$ cat config.mk
export PLATFORM = sky130hd
export DESIGN_NAME = sqwave_gen
export DESIGN_NICKNAME = d
export VERILOG_FILES = /design/src/rtl/sqw_pkg.sv /design/src/rtl/btn_filter.sv /design/src/rtl/press_ctl.sv /design/src/rtl/wave_div.sv /design/src/rtl/sqwave_gen.sv
export SDC_FILE = /design/constraint.sdc
export NUM_CORES = 1
export LEC_CHECK = 0
export ABC_AREA = 0
export BUFFER_PORTS_ARGS = -buffer_cell sky130_fd_sc_hd__buf_2
export CAP_MARGIN = 20
export CORE_MARGIN = 2
export CORE_UTILIZATION = 51
export CTS_CLUSTER_SIZE = 8
export DETAILED_ROUTE_END_ITERATION = 10
export GPL_ROUTABILITY_DRIVEN = 0
export PLACE_DENSITY_LB_ADDON = 0.3
export SYNTH_ARGS = -nofsm -noshare
export SYNTH_HDL_FRONTEND = slang
export SYNTH_SLANG_ARGS = --single-unit
$ cat constraint.sdc
create_clock -name clk -period 131.3 [get_ports clk]
set_input_delay 13.13 -clock clk [delete_from_list [all_inputs] [get_ports clk]]
set_output_delay 13.13 -clock clk [all_outputs]
set_load 0.01 [all_outputs]
$ cat src/rtl/sqw_pkg.sv
package sqw_pkg;

    typedef enum logic [1:0] {
        PH_IDLE   = 2'd0,
        PH_HOLD   = 2'd1,
        PH_REPEAT = 2'd2
    } phase_e;

    // Raw half period in clock cycles; a zero setting is guarded by the caller.
    function automatic logic [31:0] half_cycles(input logic [31:0] clk_hz,
                                                input logic [7:0]  khz);
        logic [31:0] den;
        den = (khz == 8'd0) ? 32'd2000 : 32'd2000 * {24'd0, khz};
        return clk_hz / den;
    endfunction

endpackage

$ cat src/rtl/btn_filter.sv
module btn_filter #(
    parameter int DEB_CYC = 500000
) (
    input  logic clk,
    input  logic rst,
    input  logic raw,
    output logic level
);
    localparam int CW = $clog2(DEB_CYC + 1);

    typedef struct packed {
        logic          meta;
        logic          sync;
        logic          level;
        logic [CW-1:0] cnt;
    } flt_t;

    flt_t flt_d, flt_q;

    always_comb begin
        flt_d      = flt_q;
        flt_d.meta = raw;
        flt_d.sync = flt_q.meta;
        if (flt_q.sync != flt_q.level) begin
            if (flt_q.cnt == CW'(DEB_CYC - 1)) begin
                flt_d.level = flt_q.sync;
                flt_d.cnt   = '0;
            end else begin
                flt_d.cnt = flt_q.cnt + CW'(1);
            end
        end else begin
            flt_d.cnt = '0;
        end
    end

    always_ff @(posedge clk) begin
        if (rst) flt_q <= '0;
        else     flt_q <= flt_d;
    end

    assign level = flt_q.level;

endmodule

$ cat src/rtl/press_ctl.sv
module press_ctl
    import sqw_pkg::*;
#(
    parameter int HOLD_CYC = 50000000,
    parameter int RPT_CYC  = 5000000
) (
    input  logic clk,
    input  logic rst,
    input  logic up_lvl,
    input  logic dn_lvl,
    output logic step_up,
    output logic step_dn
);
    localparam int TMAX = (HOLD_CYC > RPT_CYC) ? HOLD_CYC : RPT_CYC;
    localparam int TW   = $clog2(TMAX + 1);

    typedef struct packed {
        phase_e        phase;
        logic          prev_up;
        logic          prev_dn;
        logic [TW-1:0] tmr;
        logic          up;
        logic          dn;
    } ctl_t;

    ctl_t ctl_d, ctl_q;
    logic up_only, dn_only;
    logic [TW-1:0] limit;

    always_comb begin
        up_only = up_lvl & ~dn_lvl;
        dn_only = dn_lvl & ~up_lvl;
        limit   = (ctl_q.phase == PH_HOLD) ? TW'(HOLD_CYC - 1) : TW'(RPT_CYC - 1);

        ctl_d         = ctl_q;
        ctl_d.up      = 1'b0;
        ctl_d.dn      = 1'b0;
        ctl_d.prev_up = up_only;
        ctl_d.prev_dn = dn_only;

        if (!(up_only || dn_only)) begin
            // idle or both pressed: no step, timer cleared
            ctl_d.phase = PH_IDLE;
            ctl_d.tmr   = '0;
        end else if ((up_only && !ctl_q.prev_up) || (dn_only && !ctl_q.prev_dn)) begin
            ctl_d.up    = up_only;
            ctl_d.dn    = dn_only;
            ctl_d.phase = PH_HOLD;
            ctl_d.tmr   = '0;
        end else if (ctl_q.tmr == limit) begin
            ctl_d.up    = up_only;
            ctl_d.dn    = dn_only;
            ctl_d.phase = PH_REPEAT;
            ctl_d.tmr   = '0;
        end else begin
            ctl_d.tmr = ctl_q.tmr + TW'(1);
        end
    end

    always_ff @(posedge clk) begin
        if (rst) ctl_q <= '{phase: PH_IDLE, default: '0};
        else     ctl_q <= ctl_d;
    end

    assign step_up = ctl_q.up;
    assign step_dn = ctl_q.dn;

endmodule

$ cat src/rtl/wave_div.sv
module wave_div
    import sqw_pkg::*;
#(
    parameter int CLK_HZ = 50000000,
    parameter int SW     = 8
) (
    input  logic          clk,
    input  logic          rst,
    input  logic [SW-1:0] setting,
    output logic          wave
);
    localparam int HMAX = CLK_HZ / 2000;
    localparam int HW   = $clog2(HMAX + 1);

    typedef struct packed {
        logic [SW-1:0] prev;
        logic [HW-1:0] cnt;
        logic          out;
    } div_t;

    div_t div_d, div_q;
    logic [31:0]   raw_half;
    logic [HW-1:0] half;

    always_comb begin
        raw_half = half_cycles(32'(CLK_HZ), 8'(setting));
        half     = (raw_half == 32'd0) ? HW'(1) : HW'(raw_half);

        div_d      = div_q;
        div_d.prev = setting;
        if (setting == '0) begin
            div_d.out = 1'b0;
            div_d.cnt = '0;
        end else if (setting != div_q.prev) begin
            div_d.cnt = '0;
        end else if (div_q.cnt >= half - HW'(1)) begin
            div_d.cnt = '0;
            div_d.out = ~div_q.out;
        end else begin
            div_d.cnt = div_q.cnt + HW'(1);
        end
    end

    always_ff @(posedge clk) begin
        if (rst) div_q <= '0;
        else     div_q <= div_d;
    end

    assign wave = div_q.out;

endmodule

$ cat src/rtl/sqwave_gen.sv
module sqwave_gen #(
    parameter int CLK_HZ      = 50000000,
    parameter int DEBOUNCE_MS = 10,
    parameter int HOLD_MS     = 1000,
    parameter int REPEAT_MS   = 100
) (
    input  logic       clk,
    input  logic       rst,
    input  logic       btn_up_raw,
    input  logic       btn_dn_raw,
    output logic       wave,
    output logic [7:0] led
);
    localparam int SW       = 8;
    localparam int CYC_MS   = CLK_HZ / 1000;
    localparam int DEB_CYC  = CYC_MS * DEBOUNCE_MS;
    localparam int HOLD_CYC = CYC_MS * HOLD_MS;
    localparam int RPT_CYC  = CYC_MS * REPEAT_MS;
    localparam logic [SW-1:0] TOP = '1;

    typedef struct packed {
        logic [SW-1:0] setting;
    } set_t;

    set_t set_d, set_q;
    logic up_lvl, dn_lvl;
    logic step_up, step_dn;

    btn_filter #(.DEB_CYC(DEB_CYC)) u_flt_up (
        .clk(clk), .rst(rst), .raw(btn_up_raw), .level(up_lvl)
    );

    btn_filter #(.DEB_CYC(DEB_CYC)) u_flt_dn (
        .clk(clk), .rst(rst), .raw(btn_dn_raw), .level(dn_lvl)
    );

    press_ctl #(.HOLD_CYC(HOLD_CYC), .RPT_CYC(RPT_CYC)) u_ctl (
        .clk(clk), .rst(rst), .up_lvl(up_lvl), .dn_lvl(dn_lvl),
        .step_up(step_up), .step_dn(step_dn)
    );

    always_comb begin
        set_d = set_q;
        if (step_up && set_q.setting != TOP)
            set_d.setting = set_q.setting + SW'(1);
        else if (step_dn && set_q.setting != '0)
            set_d.setting = set_q.setting - SW'(1);
    end

    always_ff @(posedge clk) begin
        if (rst) set_q <= '0;
        else     set_q <= set_d;
    end

    wave_div #(.CLK_HZ(CLK_HZ), .SW(SW)) u_div (
        .clk(clk), .rst(rst), .setting(set_q.setting), .wave(wave)
    );

    assign led = set_q.setting;

endmodule

==> flow_summary.ini <==
[logic_synthesis]
yosysSeqAreaShare = 0.0857
muxShareOfSynthArea = 0.0456
synth_ff_type = dfxtp_1
async_flop_share = 0
avgSynthCellArea_um2 = 7.33
ys_seq_elements = 108
synth-compound-area-share = 0.292
synth_cell_types = 121
synth-xor-area-share = 0.0918
synth_top_family_by_area = compound AO/OA/AOI/OAI gates
yosysTopAreaCellShare = 0.179
synth_area_leaders = ha_1 (18%), dfxtp_1 (8.6%), a21oi_1 (5.8%)
synth_enable_flop_cells = 0
synth-simple-area-share = 0.252
syn_area_um2 = 25200
synth_top_area_cell = ha_1
syn_inst = 3445
synth_nets = 3837
synth_warnings = 0
synth_fa_ha_area_frac = 0.200

[grt]
met3_usage = 0.0329
use_met1 = 0.368
track_usage = 0.278
grt_pass1_wl_um = 118000
gr-total-overflow = 0
grt_max_degree = 44
grt_use_met2 = 0.467
grt_pass1_vias = 23700
grt_antenna_before_repair = 0
grt.busiest_layer = met2

[clock_network]
root_buffer = clkbuf_16
clk_pin_slew_ns = 0.09
cts_buffer_depth = 2
numCtsBuffers = 9
cts_hold_buf = 0
htreeDepth = 3
insertion_delay_ns = 0.37
clkSinkCount = 108
cts_resized = 0
cts_tree = done
postCtsSetupBuffers = 0

[floorplanning]
die_h_um = 226
core_area_um2 = 48800
die-area_um2 = 51300
rows = 81
initial_core_util = 0.517
ios = 13
die_w_um = 226

[critical_path]
cp_common_cell = o21a_1
worst_path_largest_cell_delay_ns = 0.87
cp_top_family = compound AO/OA/AOI/OAI gates
worstPathArrival_ns = 85.66
rrSetupSlack_ns = 45.95
cpMaxStageDelayCell = dfxtp_1
worstPathRequired_ns = 131.61
r2r-end = u_div.div_q[10]$_SDFF_PP0_
critPathBufInv = 12
crit_type = reg -> reg
worst_setup_path_endpoint = u_div.div_q[10]$_SDFF_PP0_
cp.depth = 356
r2r-start = led[1]$_SDFFE_PP0P_
startpoint_type = register
critPathCaptureType = register
r2r_cells = 356
worstSetupStartpoint = led[1]$_SDFFE_PP0P_
crit_fanout = 38

[timing]
setup_viol = 0
period_share = 0.650
drv_slew = 0
grt_setup_unrepaired = no
finalHoldViolations = 0
slew_headroom = 0.317
clock.fmax_mhz = 11.7
fin_skew_ns = 0.0147
tightest_slew_ns = 1.02
layout_min_cycle_time_ns = 85.35
whs_ns = 0.442
tns_ns = 0

[layout]
layout_common_cells = nor2_1 (368), ha_1 (362), a21oi_1 (294)
layout_commonest_cell = nor2_1
final_util = 0.541
antenna_cells = 0
syn2layout_area_growth_pct = 4.63
final_area_um2 = 26400
drive_gt1_frac = 0.0708
fin_nets = 3804

[routing]
drcViolationCount = 0
vias_per_cell = 6.21
drt_first_pass_iters = 5
wire_per_inst_um = 17.6
wl_um = 72000
drt_iter0_drc = 1855
num_vias = 25400
antenna_left = 0

[power]
p_switching_uw = 209
clock_power_share = 0.073
totalPowerFinal_uw = 401
p_leak_uw = 0.0117
p_int_uw = 192
combinationalPowerShare = 0.845
peakVddDrop_mv = 0.135
swShare = 0.521
p_per_area_nw_per_um2 = 15.2
sequentialPowerShare = 0.082

[job]
maxCapViolCount = 0

[place]
place_hpwl_um = 55300
portBuffers = 12
placed_area_um2 = 26100

[run_status]
status = finished, final reports clean

[min_path]
hp-class = reg -> reg
hold_path_depth = 1
-- cell families (layout without fill, tap and decap cells) --
| group | after synthesis | in the layout |
|---|---|---|
| simple gates | 1272 | 1272 |
| compound gates | 1091 | 1091 |
| fa+ha+maj | 388 | 388 |
| xor+xnor | 262 | 262 |
| buf+inv | 219 | 191 |
| flops | 108 | 108 |
| mux | 104 | 104 |
| other cells | 1 | 1 |
-- routing by layer --
| layer | part of all wire | up-vias | routed length, µm |
|---|---|---|---|
| li1 | - | 12800 | - |
| met1 | 0.46 | 11600 | 33000 |
| met2 | 0.44 | 840 | 32000 |
| met3 | 0.061 | 158 | 4400 |
| met4 | 0.036 | 0 | 2590 |
| met5 | 0 | - | 0 |
-- how the worst min path moves through the flow --
stage	slack, ns	from	endpoint
2_1_floorplan	0.41	u_ctl.ctl_q[2]$_SDFF_PP0_	u_ctl.ctl_q[2]$_SDFF_PP0_
3_3_place_gp	0.43	u_ctl.ctl_q[2]$_SDFF_PP0_	u_ctl.ctl_q[2]$_SDFF_PP0_
3_5_place_dp	0.43	u_flt_up.flt_d[20]$_SDFF_PP0_	u_flt_up.flt_q[20]$_SDFF_PP0_
4_1_cts	0.44	u_ctl.ctl_q[2]$_SDFF_PP0_	u_ctl.ctl_q[2]$_SDFF_PP0_
5_1_grt	0.46	u_flt_up.flt_d[20]$_SDFF_PP0_	u_flt_up.flt_q[20]$_SDFF_PP0_
6_report	0.44	u_ctl.ctl_q[2]$_SDFF_PP0_	u_ctl.ctl_q[2]$_SDFF_PP0_
-- sequential cells by signal (all words and copies together), names as in the netlist --
name / count
u_div.div_q: 23
u_flt_dn.level: 1
led: 8
u_flt_dn.flt_q: 20
u_ctl.ctl_q: 30
u_div.wave: 1
u_ctl.step_dn: 1
u_flt_dn.flt_d: 1
u_flt_up.flt_q: 20
u_flt_up.flt_d: 1
u_flt_up.level: 1
u_ctl.step_up: 1
-- synthesized netlist by cell type (all sizes together), types with 75 or more instances --
cell   instances
a21oi        294
xor2         120
dfxtp        108
o21ai        173
xnor2        141
nand3        101
nand2        254
ha           362
nor3         147
o21a         151
a21o          82
inv          132
nor2         376
o31ai         75
-- worst register-to-register path: cells and delay by family, from the launching register on --
kind                       cells  cell delay [ns]
adders and majority gates     35            11.43
xor gates and xnor gates       2             0.38
and+or+nand+nor               95            23.82
DFF                            1             0.87
AOI/OAI and AO/OA            206            44.38
buffers and inverters         12             1.99
muxes                          6             2.35
-- power by group through the flow --
stage | sequential, µW | combinational (µW) | clock (µW)
after detailed placement | 33.6 | 330 | 0
final | 32.8 | 339 | 29.5
after floorplan | 33.6 | 257 | 0
after global routing | 32.8 | 382 | 31.2
after CTS | 32.8 | 333 | 30.1
after global placement | 33.6 | 324 | 0
-- final cells by class --
type                    instances  area, µm²
repair buffers                 43        298
fillers                      4741      22400
multi-input cells            3118      22300
clock buffers                   9        225
flip-flops and latches        108       2160
clock inverters                 7       92.6
well taps                     664        831
inverters                     132        495
-- per-stage QoR --
stage | setup slack, ns | cells
after floorplan | 56.13 | 3445
after global placement | 49.19 | 4064
after detailed placement | 47.43 | 4064
after CTS | 47.14 | 4080
after global routing | 37.67 | 4081
final | 45.95 | 4081
No activity file was read; power rests on OpenSTA's default activity.
